### src/rtl/ata_seq_pkg.sv
package ata_seq_pkg;

  localparam logic [2:0] REG_DATA   = 3'd0;
  localparam logic [2:0] REG_ERROR  = 3'd1;
  localparam logic [2:0] REG_SECCNT = 3'd2;
  localparam logic [2:0] REG_SECTOR = 3'd3;
  localparam logic [2:0] REG_CYLLO  = 3'd4;
  localparam logic [2:0] REG_CYLHI  = 3'd5;
  localparam logic [2:0] REG_HEAD   = 3'd6;
  localparam logic [2:0] REG_CMD    = 3'd7;

  localparam logic [7:0] CMD_READ    = 8'h20;
  localparam logic [7:0] RES_TIMEOUT = 8'hFE;
  localparam logic [7:0] RES_ZEROERR = 8'hFF;

  typedef enum logic [3:0] {
    ST_IDLE, ST_HEAD, ST_CYLHI, ST_CYLLO, ST_SECT, ST_COUNT, ST_CMD,
    ST_POLL, ST_ERRRD, ST_DATARD, ST_LOBYTE, ST_HIBYTE, ST_FINISH
  } seqState_t;

  typedef struct packed {
    logic loadLba;
    logic pollInc;
    logic wordCap;
    logic byteInc;
    logic resOk;
    logic resTimeout;
    logic resErr;
  } seqStrobe_t;

endpackage

### src/rtl/ata_seq_dpath.sv
module ata_seq_dpath
  import ata_seq_pkg::*;
#(
  parameter int POLL_LIMIT = 16,
  parameter int BYTE_AW    = 9
) (
  input  logic               clk,
  input  logic               rstN,
  input  seqStrobe_t         stb,
  input  logic               byteHi,
  input  logic [27:0]        lbaIn,
  input  logic [2:0]         busAddr,
  input  logic [15:0]        busRdata,
  output logic [7:0]         busWdata,
  output logic               pollExpired,
  output logic               lastByte,
  output logic [BYTE_AW-1:0] bufAddr,
  output logic [7:0]         bufData,
  output logic [7:0]         result
);

  localparam int PW = $clog2(POLL_LIMIT + 1);

  logic [27:0]        lbaQ;
  logic [PW-1:0]      pollCnt;
  logic [15:0]        wordQ;
  logic [BYTE_AW-1:0] byteCnt;

  always_ff @(posedge clk or negedge rstN) begin
    if (!rstN) begin
      lbaQ    <= '0;
      pollCnt <= '0;
      wordQ   <= '0;
      byteCnt <= '0;
      result  <= '0;
    end else begin
      if (stb.loadLba) begin
        lbaQ    <= lbaIn;
        pollCnt <= '0;
        byteCnt <= '0;
      end
      if (stb.pollInc) pollCnt <= pollCnt + 1'b1;
      if (stb.wordCap) wordQ <= busRdata;
      if (stb.byteInc) byteCnt <= byteCnt + 1'b1;
      if (stb.resOk) result <= 8'h00;
      if (stb.resTimeout) result <= RES_TIMEOUT;
      if (stb.resErr) result <= (busRdata[7:0] == 8'h00) ? RES_ZEROERR : busRdata[7:0];
    end
  end

  always_comb begin
    unique case (busAddr)
      REG_HEAD:   busWdata = {4'hE, lbaQ[27:24]};
      REG_CYLHI:  busWdata = lbaQ[23:16];
      REG_CYLLO:  busWdata = lbaQ[15:8];
      REG_SECTOR: busWdata = lbaQ[7:0];
      REG_SECCNT: busWdata = 8'h01;
      REG_CMD:    busWdata = CMD_READ;
      default:    busWdata = 8'h00;
    endcase
  end

  assign pollExpired = (pollCnt == PW'(POLL_LIMIT - 1));
  assign lastByte    = &byteCnt;
  assign bufAddr     = byteCnt;
  assign bufData     = byteHi ? wordQ[15:8] : wordQ[7:0];

endmodule

### src/rtl/ata_seq_ctrl.sv
module ata_seq_ctrl
  import ata_seq_pkg::*;
(
  input  logic       clk,
  input  logic       rstN,
  input  logic       start,
  input  logic       busAck,
  input  logic       statBsy,
  input  logic       statDrq,
  input  logic       statErr,
  input  logic       pollExpired,
  input  logic       lastByte,
  output seqStrobe_t stb,
  output logic       busReq,
  output logic       busWrite,
  output logic [2:0] busAddr,
  output logic       bufWe,
  output logic       byteHi,
  output logic       busy,
  output logic       done
);

  seqState_t state, nextState;

  always_ff @(posedge clk or negedge rstN) begin
    if (!rstN) state <= ST_IDLE;
    else       state <= nextState;
  end

  always_comb begin
    nextState = state;
    stb       = '0;
    busReq    = 1'b0;
    busWrite  = 1'b0;
    busAddr   = REG_DATA;
    bufWe     = 1'b0;
    byteHi    = 1'b0;
    unique case (state)
      ST_IDLE: if (start) begin
        stb.loadLba = 1'b1;
        nextState   = ST_HEAD;
      end
      ST_HEAD:  begin busReq = 1'b1; busWrite = 1'b1; busAddr = REG_HEAD;   if (busAck) nextState = ST_CYLHI; end
      ST_CYLHI: begin busReq = 1'b1; busWrite = 1'b1; busAddr = REG_CYLHI;  if (busAck) nextState = ST_CYLLO; end
      ST_CYLLO: begin busReq = 1'b1; busWrite = 1'b1; busAddr = REG_CYLLO;  if (busAck) nextState = ST_SECT;  end
      ST_SECT:  begin busReq = 1'b1; busWrite = 1'b1; busAddr = REG_SECTOR; if (busAck) nextState = ST_COUNT; end
      ST_COUNT: begin busReq = 1'b1; busWrite = 1'b1; busAddr = REG_SECCNT; if (busAck) nextState = ST_CMD;   end
      ST_CMD:   begin busReq = 1'b1; busWrite = 1'b1; busAddr = REG_CMD;    if (busAck) nextState = ST_POLL;  end
      ST_POLL: begin
        busReq  = 1'b1;
        busAddr = REG_CMD;
        if (busAck) begin
          if (!statBsy && statDrq) begin
            nextState = statErr ? ST_ERRRD : ST_DATARD;
          end else if (pollExpired) begin
            stb.resTimeout = 1'b1;
            nextState      = ST_FINISH;
          end else begin
            stb.pollInc = 1'b1;
          end
        end
      end
      ST_ERRRD: begin
        busReq  = 1'b1;
        busAddr = REG_ERROR;
        if (busAck) begin
          stb.resErr = 1'b1;
          nextState  = ST_FINISH;
        end
      end
      ST_DATARD: begin
        busReq = 1'b1;
        if (busAck) begin
          stb.wordCap = 1'b1;
          nextState   = ST_LOBYTE;
        end
      end
      ST_LOBYTE: begin
        bufWe       = 1'b1;
        stb.byteInc = 1'b1;
        nextState   = ST_HIBYTE;
      end
      ST_HIBYTE: begin
        bufWe       = 1'b1;
        byteHi      = 1'b1;
        stb.byteInc = 1'b1;
        if (lastByte) begin
          stb.resOk = 1'b1;
          nextState = ST_FINISH;
        end else begin
          nextState = ST_DATARD;
        end
      end
      ST_FINISH: nextState = ST_IDLE;
      default:   nextState = ST_IDLE;
    endcase
  end

  assign busy = (state != ST_IDLE);
  assign done = (state == ST_FINISH);

endmodule

### src/rtl/ata_sector_reader.sv
module ata_sector_reader
  import ata_seq_pkg::*;
#(
  parameter int POLL_LIMIT   = 16,
  parameter int SECTOR_WORDS = 256,
  localparam int BYTE_AW     = $clog2(2 * SECTOR_WORDS)
) (
  input  logic               clk,
  input  logic               rstN,
  input  logic               start,
  input  logic [27:0]        lba,
  output logic               busy,
  output logic               done,
  output logic [7:0]         result,
  output logic               busReq,
  output logic               busWrite,
  output logic [2:0]         busAddr,
  output logic [7:0]         busWdata,
  input  logic               busAck,
  input  logic [15:0]        busRdata,
  output logic               bufWe,
  output logic [BYTE_AW-1:0] bufAddr,
  output logic [7:0]         bufData
);

  seqStrobe_t stb;
  logic       byteHi;
  logic       pollExpired;
  logic       lastByte;

  ata_seq_ctrl u_ctrl (
    .clk         (clk),
    .rstN        (rstN),
    .start       (start),
    .busAck      (busAck),
    .statBsy     (busRdata[7]),
    .statDrq     (busRdata[3]),
    .statErr     (busRdata[0]),
    .pollExpired (pollExpired),
    .lastByte    (lastByte),
    .stb         (stb),
    .busReq      (busReq),
    .busWrite    (busWrite),
    .busAddr     (busAddr),
    .bufWe       (bufWe),
    .byteHi      (byteHi),
    .busy        (busy),
    .done        (done)
  );

  ata_seq_dpath #(.POLL_LIMIT(POLL_LIMIT), .BYTE_AW(BYTE_AW)) u_dpath (
    .clk         (clk),
    .rstN        (rstN),
    .stb         (stb),
    .byteHi      (byteHi),
    .lbaIn       (lba),
    .busAddr     (busAddr),
    .busRdata    (busRdata),
    .busWdata    (busWdata),
    .pollExpired (pollExpired),
    .lastByte    (lastByte),
    .bufAddr     (bufAddr),
    .bufData     (bufData),
    .result      (result)
  );

endmodule

### config.mk
export PLATFORM = sky130hd
export DESIGN_NAME = ata_sector_reader
export DESIGN_NICKNAME = d
export VERILOG_FILES = /design/src/rtl/ata_seq_pkg.sv /design/src/rtl/ata_seq_dpath.sv /design/src/rtl/ata_seq_ctrl.sv /design/src/rtl/ata_sector_reader.sv
export SDC_FILE = /design/constraint.sdc
export NUM_CORES = 1
export LEC_CHECK = 0
export ABC_AREA = 1
export BUFFER_PORTS_ARGS = -buffer_cell sky130_fd_sc_hd__buf_2
export CAP_MARGIN = 20
export CORE_AREA = 4 4 85 87
export CTS_CLUSTER_DIAMETER = 60
export DETAILED_ROUTE_END_ITERATION = 16
export DIE_AREA = 0 0 89 91
export MAX_ROUTING_LAYER = met4
export PLACE_DENSITY_LB_ADDON = 0.1
export SLEW_MARGIN = 20
export SYNTH_ARGS = -nofsm -noshare
export SYNTH_HDL_FRONTEND = slang
export SYNTH_SLANG_ARGS = --single-unit
### constraint.sdc
create_clock -name clk -period 3.3 [get_ports clk]
set_clock_uncertainty 0.05 [all_clocks]
set_input_delay 0.165 -clock clk [delete_from_list [all_inputs] [get_ports clk]]
set_output_delay 0.165 -clock clk [all_outputs]
set_load 0.01 [all_outputs]
### After elaboration in Yosys (flattened, before gate mapping)

Cells that the tools add are included.

| storage, ports and cells | value |
|---|---|
| bits in registers | 70 |
| input port bits | 48 |
| output and inout bits | 41 |
| word-level logic and storage cells | 97 |

| operators by class | value |
|---|---|
| $add $sub $neg | 2 |
| equality and inequality tests | 30 |
| muxes and demuxes | 45 |
| reduce and logical (&&, ||, !) cells | 14 |

Operators by type and width:

| kind | number |
|---|---|
| $mux W4 | 12 |
| $pmux W4 S12 | 1 |
| $pmux W8 S6 | 1 |
| $mux W8 | 5 |
| $pmux W3 S7 | 1 |
| $eq A4 B4 Y1 const B | 5 |
| $mux W1 | 20 |
| $ne A2 B2 Y1 const B | 10 |
| $mux W9 | 2 |
| $eq A4 B3 Y1 const B | 4 |
| $eq A3 B3 Y1 const B | 4 |
| $reduce_and A11 Y1 | 1 |
| $mux W5 | 2 |
| $add A9 B1 Y9 const B | 1 |
| $reduce_and A9 Y1 | 1 |
| $reduce_or A9 Y1 | 1 |
| $eq A4 B2 Y1 const B | 2 |
| $logic_not A8 Y1 | 1 |
| $eq A3 B2 Y1 const B | 2 |
| $reduce_or A6 Y1 | 1 |
| $add A5 B1 Y5 const B | 1 |
| $eq A5 B4 Y1 const B | 1 |
| $eq A4 B1 Y1 const B | 1 |
| $logic_not A4 Y1 | 1 |
| other kinds (8) | 10 |

### Longest topological paths before layout

Gate-level depths: netlist of the first run.

| depth | value |
|---|---|
| depth after elaboration | 7 |
| mapped depth | 11 |
| depth with buffers taken out | 11 |

### Modules after synthesis

Synthesis of the first run repeated with hierarchy kept, for this count alone.

| second synthesis, totals | value |
|---|---|
| cell total of the unflattened synthesis | 469 |
| area, all modules | 3667.3 um^2 |

Modules (own cells, without submodules):

| module | times used | cells each | area each (um^2) | sequential area each (um^2) |
|---|---|---|---|---|
| ata_seq_dpath | 1 | 380 | 3158.0 | 1651.6 |
| ata_seq_ctrl | 1 | 89 | 509.2 | 100.1 |

### Least setup slack after synthesis of the first run

No wires, ideal clock.

| path | value |
|---|---|
| kind | register -> register |
| start | register u_dpath.byteCnt[0] (netlist: u_dpath.bufAddr[0]) |
| end | register u_dpath.result[1] |
| setup time | 0.124 ns |
| arrival | 1.544 ns |
| required time | 3.126 ns |
| slack | 1.582 ns |
| cell stages (with the launch flop) | 11 |
| buffers on the path | 0 |
| clock period less this slack | 1.718 ns |
| cell sequence | dfrtp_1 > ha_1 > nand3_1 > nor3_1 > and3_1 > ha_1 > nand2_1 > nand2_1 > inv_2 > nand3_1 > nand3_1 |

| on the way | value |
|---|---|
| word-level cells in the longest chain between the ends | 4 |

RTL lines:

| item | RTL line | source |
|---|---|---|
| from (decl) | ata_seq_dpath.sv:27 | `logic [BYTE_AW-1:0] byteCnt;` |
| from (signal assigned) | ata_seq_dpath.sv:44 | `if (stb.byteInc) byteCnt <= byteCnt + 1'b1;` |
| $reduce_and A9 Y1 | ata_seq_dpath.sv:64 | `assign lastByte = &byteCnt;` |
| $mux W1 | ata_seq_ctrl.sv:87 | `if (lastByte) begin` |
| $mux W1 | ata_seq_ctrl.sv:38 | `unique case (state)` |
| $reduce_bool A3 Y1 (no source line) | -- |  |
| to (signal assigned) | ata_seq_dpath.sv:47 | `if (stb.resErr) result <= (busRdata[7:0] == 8'h00) ? RES_ZEROERR : busRdata[7:0];` |
| to (decl) | ata_seq_dpath.sv:19 | `output logic [7:0] result` |

No other way between the ends.
A chain may end at the register's enable or synchronous reset.

### Worst setup path after layout of the first run

| path | value |
|---|---|
| start | register u_ctrl.state[1] |
| end | output port busWdata[1] |

| on the way | value |
|---|---|
| word-level cells in the longest chain between the ends | 5 |
| elaborated cells between the ends (all ways) | 17 |
| those cells by class | 14 x eq/ne; 2 x mux; 1 x reduce/logical |

RTL lines:

| item | RTL line | source |
|---|---|---|
| from (decl) | ata_seq_ctrl.sv:23 | `seqState_t state, nextState;` |
| from (signal assigned) | ata_seq_ctrl.sv:27 | `else state <= nextState;` |
| $eq A4 B3 Y1 | ata_seq_ctrl.sv:38 |  |
| $reduce_or A2 Y1 (no source line) | -- |  |
| $pmux W3 S7 * | ata_seq_ctrl.sv:38 |  |
| $eq A3 B3 Y1 / $eq A3 B2 Y1 (equally long branches) | ata_seq_dpath.sv:52 | `unique case (busAddr)` |
| $pmux W8 S6 * | ata_seq_dpath.sv:52 |  |
| to (decl) | ata_sector_reader.sv:18 | `output logic [7:0] busWdata,` |

Every way passes the cells marked *; elsewhere a longest branch is shown, timed or not.

==> reports/qor.yml, run 1 <==
status: "finished clean"
setup_violations: 0
cts_buffer_depth: 2
wl_met3_um: 554
holdPathStages: 3
boundaryPins: 89
rr_worst_depth: 6
clock_latency_ns: 0.35
layoutNonFillerInstCount: 663
wl_per_cell_um: 14.0
met1_length_mm: 3.97
startpoint_type: "flop"
clock_tree.root_cell: "clkbuf_8"
gp_congestion: 0.995
rows: 29
worstPathArrival_ns: 2.05
antenna_found_initial: 0
via_per_inst: 5.13
grt_start_max_net_pins: 46
cts_resized: 0
cts.sinks: 70
p_per_area_nw_per_um2: 805
min_path_type: "in -> reg"
n_antenna_cell: 0
area_delta_synth_final_pct: 28.7
nNetsFinal: 633
relSlewSlack_pct: 57.5
clock.fmax_mhz: 441
synth_fp_nets: 508
yosysWarningCount: 0
syn_avg_cell_area_um2: 7.82
multi_input_area_um2: 1550
grt_util_all_layers_pct: 24.8
num_vias: 3403
crit_fanout: 9
die_width_um: 89
netlist.area_leader.share_pct: 49.1
critPathRequiredTime_ns: 3.08
grt_pass1_wl_mm: 15.2
final_common_cell: "nand2_1"
dp_cells: 610
numCtsBuffers: 9
yosys-top-cells-area: "dfrtp_1 49%, nand2_1 18%, o21ai_0 6.7%"
post-route-drc-count: 0
vdd_drop_max_uv: 538
highest_layer: "met4"
netlist_area_um2: 3570
ant_nets: 0
yosysUniqueCellTypes: 32
ys_seq_area_share_pct: 49.1
die_y_um: 91
rsz0062_at_grt: "no"
crit_type: "reg -> out"
drive_above_1_share_pct: 20.3
globalRoute.totalOverflow: 0
layout_common_cells: "175 x nand2_1, 88 x buf_2, 70 x dfrtp_1, 48 x o21ai_0, 43 x inv_1"
wl_mm: 9.30
min_period_ns: 2.27
core_um2: 6350
clk_pin_slew_worst_paths_ns: 0.08
portBuffers: 88
slew_viol_final: 0
syn-instance-count: 456
cts_max_level: 3
first_iter_violations: 161
n_fill_cell: 527
hpwl_mm: 6.16
dieArea_um2: 8100
dr_wl_met2_mm: 4.52
grt_pass1_vias: 3296
final.setup.tns_ns: 0
timing.final.crit_share_pct: 68.8
start_util_pct: 56.2
cts_tree: "yes"
cp-end-kind: "output port"
hold_viol: 0
tightest_slew_ns: 0.636
cap_violations: 0
r2r_slack_ns: 1.09
leakage_nw: 2.39
ff_latch_area_um2: 1750
dr.pass1.iters: 5
synth_top_area_cell: "dfrtp_1"
synth_seq_cells: 70
power by group:
group / internal [mW] / switching [mW]
sequential: 1.22 / 0.217
clock: 0.347 / 0.315
combinational: 0.589 / 1.01
cell usage after synthesis:
library cell	number
nand2_1	175
nor2_4	4
o2111ai_1	6
buf_6	3
nand2_4	1
nor2_2	3
o21ai_1	1
o211ai_1	2
xor2_1	1
buf_4	4
nand4_1	1
and3_1	1
clkbuf_2	1
nor2_1	22
inv_1	43
buf_2	5
dfrtp_1	70
nand3_1	32
nand2_2	1
inv_2	3
o21ai_0	48
nand3b_1	2
and2_1	1
a21oi_1	9
nand3_2	1
or2_2	1
nor3_1	3
nand4_4	1
nand3_4	1
ha_1	4
o21bai_1	4
o221ai_1	2
per-stage QoR:
| step | instance area (µm²) | util (%) | hold slack, ns | setup WS (ns) | power (mW) |
|---|---|---|---|---|---|
| global route | 4590 | 72.3 | 0.0234 | 0.884 | 3.98 |
| detailed placement | 4040 | 63.6 | 0.162 | 1.15 | 2.99 |
| CTS | 4590 | 72.3 | 0.0101 | 1.03 | 3.69 |
| floorplan | 3570 | - | -0.181 | 1.58 | 2.44 |
| global placement | 4040 | 63.6 | 0.161 | 1.23 | 2.95 |
| finish | 4590 | 72.3 | 0.0142 | 1.03 | 3.69 |
repair_timing:
action / CTS / global route
hold buffers: 37 / 0
endpoints found under the hold margin: 61 / 0
setup buffers: 0 / 0
worst max-delay path, cell delays in order, from the launching register on:
cell and delay [ns]:
dfrtp_1 0.47, nor2_2 0.30, inv_1 0.15, nor2_1 0.40, nand2_1 0.10, o2111ai_1 0.12
buf_2 0.17
final cells by class:
| type | count | area share, % |
|---|---|---|
| Sequential cell | 70 | 38.2 |
| Multi-Input combinational cell | 327 | 33.7 |
| Timing Repair Buffer | 127 | 18.3 |
| Inverter | 46 | 3.76 |
| Clock buffer | 12 | 2.94 |
| Tap cell | 77 | 2.10 |
| Clock inverter | 4 | 1.04 |
kinds of logic (layout without fill, tap and decap cells):
kind of cell	count (synthesis)	in the layout	synth area share, %
AND/OR/NAND/NOR	250	250	30.4
adder cells (fa/ha/maj)	4	4	1.40
buffers and inverters	59	189	7.47
AO/OA/AOI/OAI	72	72	11.4
XOR/XNOR	1	1	0.246
flip-flops	70	70	49.1
final timing paths:
check                                    end              from
hold / removal              u_dpath.wordQ[4]       busRdata[4]
min in group asynchronous  u_dpath.wordQ[11]              rstN
setup reg to reg            u_dpath.lbaQ[21]   u_ctrl.state[1]
hold reg to reg             u_dpath.lbaQ[11]  u_dpath.lbaQ[11]
max in group asynchronous   u_dpath.lbaQ[17]              rstN
setup / recovery                 busWdata[1]   u_ctrl.state[1]
sequential cells by signal (all words and copies together), names as in the netlist:
| register | count |
|---|---|
| u_ctrl.state | 4 |
| u_dpath.lbaQ | 28 |
| u_dpath.result | 8 |
| u_dpath.pollCnt | 5 |
| u_dpath.wordQ | 16 |
| u_dpath.bufAddr | 9 |
layer usage:
layer,global-route usage [%],vias up
li1,-,1719
met1,30.3,1539
met2,40.5,122
met3,4.80,23
met4,8.81,0
met5,-,-
No activity file was read; power rests on OpenSTA's default activity.
==> run 2: changes to the inputs <==
Settings changed: ABC_AREA 1 to 0, CORE_AREA 4 4 85 87 to 4 4 91 93, DIE_AREA 0 0 89 91 to 0 0 95 97.
Clock period 3.3 ns to 2 ns, I/O delays scaled along.
==> run 2 against run 1 <==
- area after synthesis fell by 2.0%
- critical path depth did not move
- flip-flop and latch count did not move
- register-to-register slack got worse by 1.1 ns
- synthesized cell count fell by 19%
- clock-buffer cell count fell by 3
- cell count fell by 5.0%
- sequential share of layout area fell by 3.1 points
- largest cell class unchanged
- sequential power rose by 64%
- utilization fell by 5.8 points
- wire length fell by 8.8%
- worst setup slack got worse by 1.0 ns
- largest power group unchanged
==> reports/qor.yml, run 2 <==
status: "finished clean"  # unchanged
power_frac_seq_pct: 35.4  # was 38.8%
crit_type: "reg -> reg"  # was reg -> out
yosysWarningCount: 0  # unchanged
dp_cells: 564  # was 610
grtUsageMet1_pct: 26.5  # was 30.3%
cp_num_cells: 6  # unchanged
antenna_found_initial: 0  # unchanged
synth_flop_cell: "dfrtp_1"  # unchanged
post-route-drc-count: 0  # unchanged
final_common_cell: "nand2_1"  # unchanged
grt_util_all_layers_pct: 20.2  # was 24.8%
postPlaceCellArea_um2: 4240  # was 4040 µm²
slew_viol_final: 0  # unchanged
ys_top_cells_by_count: "105 x nand2_1, 70 x dfrtp_1, 29 x mux2_2"  # was 175 x nand2_1, 70 x dfrtp_1, 48 x o21ai_0
grt_pass1_wl_mm: 14.4  # was 15.2 mm
hpwl_mm: 5.80  # was 6.16 mm
relSlewSlack_pct: 67.5  # was 57.5%
ff_latch_area_um2: 1760  # was 1750 µm²
rr_worst_depth: 6  # unchanged
setup_violations: 0  # unchanged
setup.worst_path.start: "u_dpath.pollCnt[1]"  # was u_ctrl.state[1]
globalRouteMet3Util_pct: 3.34  # was 4.80%
worstSetupEndpoint: "u_dpath.pollCnt[2]"  # was busWdata[1]
cap_violations: 0  # unchanged
timing.final.crit_share_pct: 99.4
netlist_area_um2: 3500  # was 3570 µm²
layoutNonFillerInstCount: 630  # was 663
dr.pass1.iters: 4  # was 5
synth_top_area_cell: "dfrtp_1"  # unchanged
syn_avg_cell_area_um2: 9.47  # was 7.82 µm²
hold_viol: 0  # unchanged
critPathRequiredTime_ns: 2.21  # was 3.08 ns
power_frac_clock_pct: 18.7  # was 17.9%
area_delta_synth_final_pct: 43.3  # was 28.7%
globalRoute.totalOverflow: 0  # unchanged
power_frac_comb_pct: 45.9  # was 43.3%
tightest_slew_ns: 0.487  # was 0.636 ns
gp_congestion: 0.788  # was 0.995
synth_edf_count: 0  # unchanged
power_switching_mw: 2.43  # was 1.54 mW
drive_above_1_share_pct: 34.8  # was 20.3%
worstPathArrival_ns: 2.20  # was 2.05 ns
worst_path_max_delay_cell: "or4_4"  # was dfrtp_1
r2r_slack_ns: 0.01  # was 1.09 ns
cts_tree: "yes"  # unchanged
leakage_nw: 2.54  # was 2.39 nW
die_width_um: 95  # was 89 µm
clock_tree.root_cell: "clkbuf_8"  # unchanged
cp-end-kind: "flop"  # was output port
critical_path.max_stage_delay_ns: 0.52  # was 0.47 ns
p_per_area_nw_per_um2: 1330  # was 805 nW/µm²
via_per_inst: 4.98  # was 5.13
cp_cell_sequence: "ha_2, and3_4, ha_4, or4_4, mux2_4, mux2i_4"  # was nor2_2, inv_1, nor2_1, nand2_1, o2111ai_1, buf_2
busiest_layer: "met2"  # unchanged
final_util_pct: 66.5  # was 72.3%
numCtsBuffers: 9  # unchanged
rows: 32  # was 29
boundaryPins: 89  # unchanged
startpoint_type: "flop"  # unchanged
start_util_pct: 46.4  # was 56.2%
synth_seq_cells: 70  # unchanged
crit_fanout: 4  # was 9
first_iter_violations: 126  # was 161
vdd_drop_max_uv: 654  # was 538 µV
pre_cts_slack_ns: 0.00260  # was 1.15 ns
power.internal_mw: 4.20  # was 2.15 mW
syn-instance-count: 369  # was 456
n_fill_cell: 661  # was 527
min_path_type: "in -> reg"  # unchanged
met2_usage_pct: 31.9  # was 40.5%
ys_seq_area_share_pct: 50.1  # was 49.1%
cp_num_buf_inv: 0  # was 2
wl_per_cell_um: 13.5  # was 14.0 µm
core_um2: 7530  # was 6350 µm²
cpLargestDelayFamily: "simple AND/OR/NAND/NOR gates"  # unchanged
min_period_ns: 1.99
nNetsFinal: 576  # was 633
cts_max_level: 3  # unchanged
portBuffers: 88  # unchanged
synth_fp_nets: 421  # was 508
largest_reg_flops: 28  # unchanged
yosysUniqueCellTypes: 46  # was 32
synth.most_common_cell: "nand2_1"  # unchanged
clock.fmax_mhz: 503
setup_ws_ns: 0.0115  # was 1.03 ns
p_sw_share_pct: 36.7  # was 41.7%
yosys-top-cells-area: "dfrtp_1 50%, nand2_1 11%, mux2_2 9.3%"  # was dfrtp_1 49%, nand2_1 18%, o21ai_0 6.7%
layout_common_cells: "104 x nand2_1, 88 x buf_2, 66 x dfrtp_1, 45 x dlygate4sd3_1, 29 x mux2_2"  # was 175 x nand2_1, 88 x buf_2, 70 x dfrtp_1, 48 x o21ai_0, 43 x inv_1
die_y_um: 97  # was 91 µm
wl_mm: 8.48  # was 9.30 mm
num_vias: 3140  # was 3403
regMostFlops: "u_dpath.lbaQ"  # unchanged
grt_start_max_net_pins: 71  # was 46
cts_buffer_depth: 2  # unchanged
grt_pass1_vias: 3115  # was 3296
rr_startpoint: "u_dpath.pollCnt[1]"  # was u_ctrl.state[1]
rsz0062_at_grt: "yes"  # was no
clock_latency_ns: 0.33  # was 0.35 ns
fin_hold_ws_ns: 0.158  # was 0.0142 ns
clk_pin_slew_worst_paths_ns: 0.07  # was 0.08 ns
ant_nets: 0  # unchanged
multi_input_area_um2: 1710  # was 1550 µm²
cts.sinks: 70  # unchanged
async_flop_share_pct: 100  # unchanged
n_antenna_cell: 0  # unchanged
reg2reg_to: "u_dpath.pollCnt[2]"  # was u_dpath.lbaQ[21]
netlist.area_leader.share_pct: 50.1  # was 49.1%
dieArea_um2: 9220  # was 8100 µm²
fin_area_um2: 5010  # was 4590 µm²
==> run 2: changes by cell type after synthesis, moves of 6 or more <==
cell and delta:
clkbuf_1 +13, o21ai_0 -37, nor2b_1 +8, inv_1 -35, mux2_2 +29, nand3_1 -23
o2111ai_1 -6, nand2_1 -70, o22a_1 +7
==> run 2: cell families after synthesis <==
logic type | synth area share (%)
and+or+nand+nor | 21.6
DFF | 50.1
AOI/OAI and AO/OA | 11.6
muxes | 11.8
buffers and inverters | 3.15
adders and majority gates | 1.43
xor gates and xnor gates | 0.251
==> run 2: what timing repair did <==
item | CTS | global route
gates resized for setup | 11 | 8
setup buffers | 2 | 4
pin swaps | 2 | 2
setup endpoints to repair | 17 | 18
hold buffers | 45 | 0
endpoints found under the hold margin | 114 | 0
==> run 2: routing by layer <==
metal	part of all wire [%]	wire length, µm
met1	46	3930
met2	49	4140
met3	3.9	329
met4	1.1	91
met5	0	0
==> run 2: power groups by stage <==
stage	Combinational, mW	Sequential (mW)	Clock, mW
3_3_place_gp	2.74	2.38	0
3_5_place_dp	2.79	2.40	0
6_report	3.05	2.35	1.24
4_1_cts	2.98	2.35	1.27
2_1_floorplan	1.75	2.34	0
5_1_grt	3.40	2.43	1.33
==> run 2: per-stage QoR <==
stage,setup TNS [ns],power (mW)
2_1_floorplan,0,4.10
3_3_place_gp,0,5.12
3_5_place_dp,0,5.19
4_1_cts,0,6.61
5_1_grt,-0.0817,7.16
6_report,0,6.64
==> run 2: worst min path at each step <==
stage / start / to / slack [ns] / cells after the start
final: busAck / u_ctrl.state[1] / 0.16 / 4
after global routing: busAck / u_ctrl.state[1] / 0.19 / 4
after CTS: busAck / u_ctrl.state[1] / 0.14 / 4
after detailed placement: rstN / u_dpath.bufAddr[5] / 0.11 / 2
after global placement: rstN / u_dpath.bufAddr[6] / 0.11 / 2
after floorplan: rstN / u_ctrl.state[0] / -0.25 / 0
==> run 2: worst reg2reg max path, delay by kind of cell, from the launching register on <==
family	cells	cell delay, ns
AND/OR/NAND/NOR	2	0.68
adder cells (fa/ha/maj)	2	0.37
multiplexers	2	0.44
flip-flops	1	0.39
==> run 2: final cells by class <==
class	instances	share of cell area, %
flip-flops and latches	70	35.1
multi-input cells	272	34.0
clock inverters	6	1.75
clock buffers	9	2.47
well taps	102	2.55
repair buffers	163	23.5
inverters	8	0.600
